$ cat config.mk
export PLATFORM = sky130hd
export DESIGN_NAME = rdac_serial_drv
export DESIGN_NICKNAME = d
export VERILOG_FILES = /design/src/rtl/rdac_pkg.sv /design/src/rtl/rdac_tick_ctr.sv /design/src/rtl/rdac_shifter.sv /design/src/rtl/rdac_seq_fsm.sv /design/src/rtl/rdac_serial_drv.sv
export SDC_FILE = /design/constraint.sdc
export NUM_CORES = 1
export LEC_CHECK = 0
export BUFFER_PORTS_ARGS = -buffer_cell sky130_fd_sc_hd__buf_4
export CORE_ASPECT_RATIO = 0.6
export CORE_MARGIN = 8
export CORE_UTILIZATION = 59
export CTS_BUF_LIST = sky130_fd_sc_hd__clkbuf_8
export DETAILED_ROUTE_END_ITERATION = 12
export PLACE_DENSITY_LB_ADDON = 0.08
export SYNTH_ARGS = -nofsm -noshare
export SYNTH_HDL_FRONTEND = slang
export SYNTH_SLANG_ARGS = --single-unit
$ cat constraint.sdc
create_clock -name clk -period 2.6 [get_ports clk]
set_input_delay 0.52 -clock clk [delete_from_list [all_inputs] [get_ports clk]]
set_output_delay 0.52 -clock clk [all_outputs]
set_load 0.03 [all_outputs]
$ cat src/rtl/rdac_pkg.sv
// Shared types for the relaxation DAC serial driver.
package rdac_pkg;
    // Conversion phase: hold (high impedance), capacitor clear, bit drive
    typedef enum logic [1:0] {
        PH_HOLD = 2'd0,
        PH_CLR  = 2'd1,
        PH_BITS = 2'd2
    } rdac_phase_e;
endpackage

$ cat src/rtl/rdac_tick_ctr.sv
// Down-counter that times the clear phase and each bit interval.
// Assumes: reload_val is the interval length minus one; expire is high
// in the last cycle of the interval.
module rdac_tick_ctr #(
    parameter int CW = 16
) (
    input  logic          clk,
    input  logic          rst_n,
    input  logic          reload,
    input  logic [CW-1:0] reload_val,
    output logic          expire
);
    logic [CW-1:0] cnt_q;

    // Purpose: reload at phase boundaries, otherwise count down to zero
    always_ff @(posedge clk) begin
        if (!rst_n) begin
            cnt_q <= '0;
        end else if (reload) begin
            cnt_q <= reload_val;
        end else if (cnt_q != '0) begin
            cnt_q <= cnt_q - CW'(1);
        end
    end

    // Purpose: flag the final cycle of the current interval
    always_comb begin
        expire = (cnt_q == '0);
    end
endmodule

$ cat src/rtl/rdac_shifter.sv
// Shift register that presents code bits lowest first.
// Assumes: load and advance are never high in the same cycle.
module rdac_shifter #(
    parameter int N = 10
) (
    input  logic         clk,
    input  logic         rst_n,
    input  logic         load,
    input  logic [N-1:0] load_word,
    input  logic         advance,
    output logic         lsb
);
    logic [N-1:0] sr_q;

    // Purpose: capture the code at start and shift right per bit interval
    always_ff @(posedge clk) begin
        if (!rst_n) begin
            sr_q <= '0;
        end else if (load) begin
            sr_q <= load_word;
        end else if (advance) begin
            sr_q <= {1'b0, sr_q[N-1:1]};
        end
    end

    // Purpose: expose the bit currently being driven
    always_comb begin
        lsb = sr_q[0];
    end
endmodule

$ cat src/rtl/rdac_seq_fsm.sv
// Phase sequencer: hold -> clear -> N bit intervals -> hold.
// Assumes: expire comes from rdac_tick_ctr; period and rst_len are
// sampled only when a start is accepted in hold.
module rdac_seq_fsm
    import rdac_pkg::*;
#(
    parameter int N     = 10,
    parameter int PER_W = 16,
    parameter int RST_W = 8,
    parameter int CW    = 16
) (
    input  logic             clk,
    input  logic             rst_n,
    input  logic             start,
    input  logic [PER_W-1:0] period,
    input  logic [RST_W-1:0] rst_len,
    input  logic             expire,
    output rdac_phase_e      phase,
    output logic             reload,
    output logic [CW-1:0]    reload_val,
    output logic             load,
    output logic             advance,
    output logic             done
);
    localparam int          IDX_W    = (N > 1) ? $clog2(N) : 1;
    localparam logic [IDX_W-1:0] LAST_IDX = IDX_W'(N - 1);

    rdac_phase_e      phase_q;
    logic [CW-1:0]    per_m1_q;
    logic [IDX_W-1:0] idx_q;
    logic             done_q;
    logic             accept;
    logic [CW-1:0]    per_ext;
    logic [CW-1:0]    rl_ext;
    logic [CW-1:0]    per_m1;
    logic [CW-1:0]    rl_m1;
    logic             last_bit;

    // Purpose: widen and convert lengths to count-down limits (0 acts as 1)
    always_comb begin
        per_ext  = CW'(period);
        rl_ext   = CW'(rst_len);
        per_m1   = (per_ext == '0) ? '0 : per_ext - CW'(1);
        rl_m1    = (rl_ext == '0) ? '0 : rl_ext - CW'(1);
        accept   = start && (phase_q == PH_HOLD);
        last_bit = (idx_q == LAST_IDX);
    end

    // Purpose: derive counter reload and shifter controls for this cycle
    always_comb begin
        reload     = 1'b0;
        reload_val = '0;
        load       = 1'b0;
        advance    = 1'b0;
        if (accept) begin
            load       = 1'b1;
            reload     = 1'b1;
            reload_val = rl_m1;
        end else if (phase_q == PH_CLR && expire) begin
            reload     = 1'b1;
            reload_val = per_m1_q;
        end else if (phase_q == PH_BITS && expire && !last_bit) begin
            reload     = 1'b1;
            reload_val = per_m1_q;
            advance    = 1'b1;
        end
    end

    // Purpose: advance the phase, bit index and done pulse
    always_ff @(posedge clk) begin
        if (!rst_n) begin
            phase_q  <= PH_HOLD;
            per_m1_q <= '0;
            idx_q    <= '0;
            done_q   <= 1'b0;
        end else begin
            done_q <= 1'b0;
            case (phase_q)
                PH_HOLD: begin
                    if (accept) begin
                        phase_q  <= PH_CLR;
                        per_m1_q <= per_m1;
                        idx_q    <= '0;
                    end
                end
                PH_CLR: begin
                    if (expire) begin
                        phase_q <= PH_BITS;
                    end
                end
                PH_BITS: begin
                    if (expire) begin
                        if (last_bit) begin
                            phase_q <= PH_HOLD;
                            done_q  <= 1'b1;
                        end else begin
                            idx_q <= idx_q + IDX_W'(1);
                        end
                    end
                end
                default: phase_q <= PH_HOLD;
            endcase
        end
    end

    // Purpose: publish registered state
    always_comb begin
        phase = phase_q;
        done  = done_q;
    end
endmodule

$ cat src/rtl/rdac_serial_drv.sv
// Top of the relaxation DAC serial driver. Clears the capacitor, drives
// the code bits lowest first for equal intervals, then disables the buffer.
// Assumes: all outputs registered-state based; synchronous active-low reset.
module rdac_serial_drv
    import rdac_pkg::*;
#(
    parameter int NBITS = 10,
    parameter int PER_W = 16,
    parameter int RST_W = 8
) (
    input  logic             clk,
    input  logic             rst_n,
    input  logic             start,
    input  logic [NBITS-1:0] code,
    input  logic [PER_W-1:0] period,
    input  logic [RST_W-1:0] rst_len,
    output logic             drv_data,
    output logic             drv_hiz,
    output logic             cap_clear,
    output logic             busy,
    output logic             done
);
    localparam int CW = (PER_W > RST_W) ? PER_W : RST_W;

    rdac_phase_e   phase;
    logic          reload;
    logic [CW-1:0] reload_val;
    logic          load;
    logic          advance;
    logic          expire;
    logic          lsb;

    rdac_seq_fsm #(
        .N     (NBITS),
        .PER_W (PER_W),
        .RST_W (RST_W),
        .CW    (CW)
    ) u_fsm (
        .clk        (clk),
        .rst_n      (rst_n),
        .start      (start),
        .period     (period),
        .rst_len    (rst_len),
        .expire     (expire),
        .phase      (phase),
        .reload     (reload),
        .reload_val (reload_val),
        .load       (load),
        .advance    (advance),
        .done       (done)
    );

    rdac_tick_ctr #(
        .CW (CW)
    ) u_tick (
        .clk        (clk),
        .rst_n      (rst_n),
        .reload     (reload),
        .reload_val (reload_val),
        .expire     (expire)
    );

    rdac_shifter #(
        .N (NBITS)
    ) u_shift (
        .clk       (clk),
        .rst_n     (rst_n),
        .load      (load),
        .load_word (code),
        .advance   (advance),
        .lsb       (lsb)
    );

    // Purpose: decode buffer controls from the current phase
    always_comb begin
        drv_hiz   = (phase == PH_HOLD);
        cap_clear = (phase == PH_CLR);
        busy      = (phase != PH_HOLD);
        drv_data  = (phase == PH_BITS) && lsb;
    end
endmodule

Word level (Yosys, flattened, before mapping)
Index checks and enable logic that the tools add are counted.
Operators by class
  mux-type cells: 25
  reductions and logical operators: 19
  equality and inequality tests: 8
  add/subtract/negate cells: 4
Operators by type and width (count)
  2-to-1 mux 16 bit: 7
  zero test 16 bit: 2
  subtractor 16 x 1 -> 16 bit, second input constant: 2
  2-to-1 mux 10 bit: 2
  nonzero test 16 bit: 1
  2-to-1 mux 4 bit: 3
  subtractor 8 x 1 -> 9 bit, second input constant: 1
  zero test 8 bit: 1
  2-to-1 mux 2 bit: 4
  inequality test 2 x 1 -> 1 bit, second input constant: 4
  one-hot mux 4 bit (2 select lines): 1
  AND reduction 4 bit: 2
  nonzero test 2 bit: 4
  2-to-1 mux 1 bit: 7
  one-hot mux 2 bit (3 select lines): 1
  logical AND 1 bit: 5
  adder 4 x 1 -> 4 bit, second input constant: 1
  equality test 4 bit, second input constant: 1
  AND reduction 3 bit: 1
  equality test 2 x 1 -> 1 bit, second input constant: 1
  equality test 2 bit, second input constant: 1
  zero test 2 bit: 1
  inequality test 2 bit, second input constant: 1
  AND reduction 2 bit: 1
  zero test 1 bit: 1
Storage, ports and cells
  register bits after elaboration: 49
  input port bits: 37
  output and inout port bits: 5
  logic and storage cells: 62

Depth between registers and ports, before layout
  word-level depth: 8
  gate-level depth with buffers: 9
  depth with buffers taken out: 7

Cells and area by module
A second synthesis with hierarchy kept.
Second synthesis, totals
  cells, all modules: 337
  area, all modules: 2904.0 um^2
By module, submodules not included
  rdac_seq_fsm: instances 1, cells each 177, seq. area each 460.4 um^2, area each 1468.9 um^2
  rdac_tick_ctr: instances 1, cells each 112, seq. area each 320.3 um^2, area each 913.4 um^2
  rdac_shifter: instances 1, cells each 44, seq. area each 200.2 um^2, area each 493.0 um^2
  rdac_serial_drv: instances 1, cells each 4, seq. area each 0.0 um^2, area each 28.8 um^2

Worst setup path before layout
OpenSTA, ideal clock, no wires.
  kind: flip-flop to flip-flop
  start: register u_tick.cnt_q[4]
  end: register u_shift.sr_q[4]
  arrival time: 2.065 ns
  data required time: 2.467 ns
  clock period less this slack: 2.198 ns
  stages on the path, launching flop included: 9
  setup slack: 0.402 ns
  buffers on the path: 3
  cell sequence: dfxtp_1 > or3_1 > buf_2 > or2_1 > or4_4 > buf_6 > buf_2 > mux2i_1 > a21oi_1
On the way
  cells in the longest elaborated chain, start to end: 7
RTL lines
  from (decl): RTL line rdac_tick_ctr.sv:13  | logic [CW-1:0] cnt_q;
  from (signal assigned): RTL line rdac_tick_ctr.sv:20  | cnt_q <= reload_val;
  from (signal assigned): RTL line rdac_tick_ctr.sv:22  | cnt_q <= cnt_q - CW'(1);
  zero test 16 bit *: RTL line rdac_tick_ctr.sv:28  | expire = (cnt_q == '0);
  logical AND 1 bit (2 in series): RTL line rdac_seq_fsm.sv:62  | end else if (phase_q == PH_BITS && expire && !last_bit) begin
  2-to-1 mux 1 bit: RTL line rdac_seq_fsm.sv:62
  2-to-1 mux 1 bit *: RTL line rdac_seq_fsm.sv:59  | end else if (phase_q == PH_CLR && expire) begin
  2-to-1 mux 1 bit *: RTL line rdac_seq_fsm.sv:55  | if (accept) begin
  nonzero test 2 bit (no line) *
  to (signal assigned): RTL line rdac_shifter.sv:20  | sr_q <= load_word;
  to (signal assigned): RTL line rdac_shifter.sv:22  | sr_q <= {1'b0, sr_q[N-1:1]};
  to (decl): RTL line rdac_shifter.sv:13  | logic [N-1:0] sr_q;
Mark *: on every way between the ends. The rest lies on a longest branch, timed or not.
A chain may end at the register's enable or synchronous reset.

Final worst setup path
  start: register u_tick.cnt_q[4]
  end: register u_fsm.idx_q[3]
On the way
  cells in the longest elaborated chain, start to end: 3
RTL lines
  zero test 16 bit: RTL line rdac_tick_ctr.sv:28
  inequality test 2 x 1 -> 1 bit (no line)
  AND reduction 4 bit (no line)
  to (signal assigned): RTL line rdac_seq_fsm.sv:97  | idx_q <= idx_q + IDX_W'(1);
  to (decl): RTL line rdac_seq_fsm.sv:30  | logic [IDX_W-1:0] idx_q;
No other way between the ends.

==> out/qor.txt <==
============================================================================================
Result of the run                                                                  completed
Post-route minimum period                                                           2.383 ns
Mux share of post-synthesis cell area                                                 4.095%
Internal power                                                                       1642 uW
Post-DP Area                                                                    0.003062 sq mm
Synth cell types                                                                          48
Total number of H-tree levels                                                              2
DRC violation total after the first TritonRoute iteration                                152
CTS Hold Bufs                                                                              0
Largest fanout of any net on the critical path                                            16
Worst VDD drop                                                                     0.3940 mV
Final count of hold timing violations                                                      0
Basic-gate share of the synthesized area counting and, or, nand and nor cells         25.41%
Dominant combinational cell family by area after synthesis                      simple AND/OR/NAND/NOR gates
RSZ-0062 raised after global routing                                                   false
Total half-perimeter wirelength after legalization and detailed placement       5195 microns
Design Power                                                                         2822 uW
Final Cycle Share                                                                     91.66%
Total setup buffers inserted after CTS                                                     0
Wire length of the first global-routing pass                                    11160 microns
Worst slew pin tran                                                                0.6156 ns
Standard-cell row count                                                                   19
Port Buffer Count                                                                         41
Sw Share                                                                              41.82%
Antenna cells                                                                              0
Kind of path behind the tightest hold check                                        in -> reg
Vias in the first global route                                                          2326
Total of flip-flops plus latches after synthesis                                          49
Maximum number of pins on one net before global-route repair                              37
Worst setup slack for register-to-register paths                                     0.22 ns
Final count of pins violating max slew                                                     0
Vert. Die Dim                                                                   68.29 microns
Final core utilization                                                                70.44%
I/O pin count                                                                             42
Synth Area in Adders                                                                  3.257%
Portion of total power attributed to sequential cells                                  36.8%
Antenna-violating nets left                                                                0
Area Growth Syn to Fin                                                                17.08%
Fraction of final layout cells sized beyond drive strength 1                          15.55%
Share of async-settable or async-resettable flops after synthesis                         0%
Number of cells traversed by the worst hold path                                           2
Clock Latency Late Sink                                                              0.30 ns
Count of instances resized after the clock tree is built                                   0
Setup TNS after final layout                                                            0 ns
Clock Pin Slew Worst Setup and Hold Paths                                            0.08 ns
Count of max-cap constraint violations                                                     0
Most common flop cell mapped by yosys                                           sky130_fd_sc_hd__dfxtp_1
Buffer cell driving the clock tree root                                         sky130_fd_sc_hd__clkbuf_8
Highest cell delay on the worst timing path                                          0.63 ns
Overall overflow remaining after global route                                              0
Clock buffer count from CTS                                                                5
Number of nets in the layout                                                             417
Total of warnings raised by yosys                                                          0
Min-Delay Startpoint                                                               period[0]
Post-synthesis xor/xnor area fraction                                                 9.121%
Routed via count                                                                        2457
Number of sinks handled by clock tree synthesis                                           49
Summed instance area of the synthesized netlist                                 0.002689 sq mm
Number of nets produced by synthesis                                                     377
Avg Inst Size Synth                                                              8.075 sq um
Average wire length per cell after detail routing                               15.35 microns
Total power density per cell area                                               896.3 mW/mm^2
Number of vias per cell after detailed routing                                         5.635
Data arrival, critical path                                                          2.61 ns
Cell leakage power                                                               0.001296 uW
Complex-gate fraction of the synthesized area                                         17.78%
R2r endpoint                                                                    u_fsm.idx_q[3]$_SDFFE_PN0P_
Number of enable flip-flop cells after synthesis                                           0
Worst setup skew after layout                                                    0.003416 ns
Wire length after detailed routing                                              6691 microns
Required time reported for the critical path endpoint                                2.83 ns
Final estimated routing congestion in global placement                                0.8749
Clock power share                                                                      15.8%
Leading cell types in the layout, fill and taps excluded                        sky130_fd_sc_hd__dfxtp_1 (49), sky130_fd_sc_hd__buf_4 (48), sky130_fd_sc_hd__nand2_1 (36)
Critical-path cell with the highest stage delay                                 sky130_fd_sc_hd__or4_4
Depth of the worst register-to-register path                                               5
Net Sw Power                                                                         1180 uW
Number of antenna violations at the first check in global routing                          0
Most prevalent standard cell on the critical path                               sky130_fd_sc_hd__or3_1
Worst flop-to-flop path startpoint                                              u_tick.cnt_q[4]$_SDFFE_PN0P_
Number of search-and-repair iterations in the first detailed-routing pass                  4
Startpoint kind of the worst setup timing path                                          flop
Number of instances in the synthesized netlist                                           333
CTS tree                                                                                done
X dimension of the die                                                          103.2 microns
Max Clock Freq                                                                     419.6 MHz
Post-route design area                                                          0.003148 sq mm
Nature of the critical path endpoint                                                    flop
Cell-by-cell listing of the critical path                                       or3_1 > or2_1 > or4_4 > or3_1 > a21oi_1
Post-detailed-route DRC marker count                                                       0
Final setup violation count                                                                0
Global-route usage over all layers                                                    20.31%
Crit Path Class                                                                   reg -> reg
Hold Path Sink                                                                  u_fsm.per_m1_q[0]$_SDFFE_PN0P_
Leading cell type in the layout, fill and taps excluded                         sky130_fd_sc_hd__dfxtp_1
Floorplan core area                                                             0.004469 sq mm
Share of synthesized area occupied by flip-flops and latches                          36.48%
Share of power burned in combinational logic                                           47.4%
Headroom to the max-slew limit                                                        58.58%
Total die area                                                                  0.007044 sq mm
Initial standard-cell utilization of the core                                         60.16%
CTS max path bufs                                                                          2
============================================================================================
## how the worst max path moves through the flow
| stage | endpoint | slack (ns) | startpoint | cells after the start |
|---|---|---|---|---|
| final | u_fsm.idx_q[3]$_SDFFE_PN0P_ | 0.22 | u_tick.cnt_q[4]$_SDFFE_PN0P_ | 5 |
| after global routing | u_fsm.idx_q[3]$_SDFFE_PN0P_ | 0.12 | u_tick.cnt_q[4]$_SDFFE_PN0P_ | 5 |
| after CTS | u_fsm.idx_q[3]$_SDFFE_PN0P_ | 0.24 | u_tick.cnt_q[4]$_SDFFE_PN0P_ | 5 |
| after detailed placement | u_fsm.idx_q[3]$_SDFFE_PN0P_ | 0.25 | u_tick.cnt_q[4]$_SDFFE_PN0P_ | 5 |
| after global placement | u_fsm.idx_q[3]$_SDFFE_PN0P_ | 0.31 | u_tick.cnt_q[4]$_SDFFE_PN0P_ | 5 |
| after floorplan | u_shift.sr_q[4]$_SDFFE_PN0P_ | 0.40 | u_tick.cnt_q[4]$_SDFFE_PN0P_ | 8 |
## logic make-up (layout without fill, tap and decap cells)
family	count (synthesis)	after routing
AND/OR/NAND/NOR	130	130
AO/OA/AOI/OAI	83	83
flip-flops	49	49
XOR/XNOR	28	28
buffers and inverters	25	65
multiplexers	11	11
adder cells (fa/ha/maj)	7	7
## cell type report
cell class / count / area (sq um)
Tap cell: 63 / 78.83
Clock buffer: 6 / 82.58
Fill cell: 404 / 1321
Timing Repair Buffer: 48 / 360.3
Clock inverter: 1 / 3.754
Inverter: 10 / 37.54
Sequential cell: 49 / 980.9
Multi-Input combinational cell: 259 / 1604
## state kept, by name (all words and copies together) (netlist names)
signal,cells
u_fsm.done,1
u_tick.cnt_q,16
u_fsm.phase,2
u_fsm.per_m1_q,16
u_shift.sr_q,10
u_fsm.idx_q,4
## through the flow
step / setup WS, ns / instances / hold slack (ns)
5_1_grt: 0.1249 / 436 / 0.4508
2_1_floorplan: 0.4024 / 333 / 0.4167
3_3_place_gp: 0.3129 / 429 / 0.4378
6_report: 0.2168 / 436 / 0.4555
4_1_cts: 0.2406 / 436 / 0.4534
3_5_place_dp: 0.2470 / 429 / 0.4444
## synth_stat cells, types with 2 or more instances
| cell | number | area [sq um] |
|---|---|---|
| sky130_fd_sc_hd__o21ai_1 | 6 | 30.03 |
| sky130_fd_sc_hd__o21a_1 | 3 | 22.52 |
| sky130_fd_sc_hd__a21oi_1 | 22 | 110.1 |
| sky130_fd_sc_hd__ha_1 | 7 | 87.58 |
| sky130_fd_sc_hd__dfxtp_1 | 49 | 980.9 |
| sky130_fd_sc_hd__or3_1 | 4 | 25.02 |
| sky130_fd_sc_hd__nor4b_1 | 2 | 17.52 |
| sky130_fd_sc_hd__inv_1 | 10 | 37.54 |
| sky130_fd_sc_hd__nand3b_1 | 3 | 22.52 |
| sky130_fd_sc_hd__buf_2 | 2 | 10.01 |
| sky130_fd_sc_hd__and3_1 | 3 | 18.77 |
| sky130_fd_sc_hd__nor4_1 | 9 | 56.30 |
| sky130_fd_sc_hd__a31oi_1 | 3 | 18.77 |
| sky130_fd_sc_hd__and2_1 | 5 | 31.28 |
| sky130_fd_sc_hd__xor2_1 | 14 | 122.6 |
| sky130_fd_sc_hd__nand2b_1 | 3 | 18.77 |
| sky130_fd_sc_hd__a211oi_1 | 5 | 37.54 |
| sky130_fd_sc_hd__a311oi_1 | 2 | 17.52 |
| sky130_fd_sc_hd__nand3_1 | 9 | 45.04 |
| sky130_fd_sc_hd__o21ai_0 | 31 | 155.2 |
| sky130_fd_sc_hd__nand2_1 | 36 | 135.1 |
| sky130_fd_sc_hd__o211ai_1 | 2 | 15.01 |
| sky130_fd_sc_hd__clkbuf_1 | 12 | 45.04 |
| sky130_fd_sc_hd__mux2i_1 | 11 | 110.1 |
| sky130_fd_sc_hd__nor2_1 | 19 | 71.32 |
| sky130_fd_sc_hd__o31ai_1 | 2 | 15.01 |
| sky130_fd_sc_hd__or4_1 | 8 | 60.06 |
| sky130_fd_sc_hd__nor3_1 | 15 | 75.07 |
| sky130_fd_sc_hd__nand4_1 | 4 | 25.02 |
| sky130_fd_sc_hd__xnor2_1 | 14 | 122.6 |
## critical path, delay by kind of cell, from the launching register on
kind | cells | cell delay, ns
AO/OA/AOI/OAI | 1 | 0.15
flip-flops | 1 | 0.34
AND/OR/NAND/NOR | 4 | 1.83
## power by group through the flow
| stage | Clock (uW) | Sequential (uW) | Combinational, uW |
|---|---|---|---|
| CTS | 448 | 1030 | 1310 |
| floorplan | 0 | 1010 | 959 |
| global placement | 0 | 1040 | 1270 |
| global route | 482 | 1050 | 1470 |
| detailed placement | 0 | 1050 | 1300 |
| finish | 446 | 1040 | 1340 |
## per-layer routing
layer	share of wire [%]	GRT usage (%)	up-vias
li1	-	-	1279
met1	53	30.08	1113
met2	41	28.72	63
met3	5.7	5.076	2
met4	0.36	4.293	0
met5	0	0	-
Note: power is estimated with default switching activity, not from simulation.
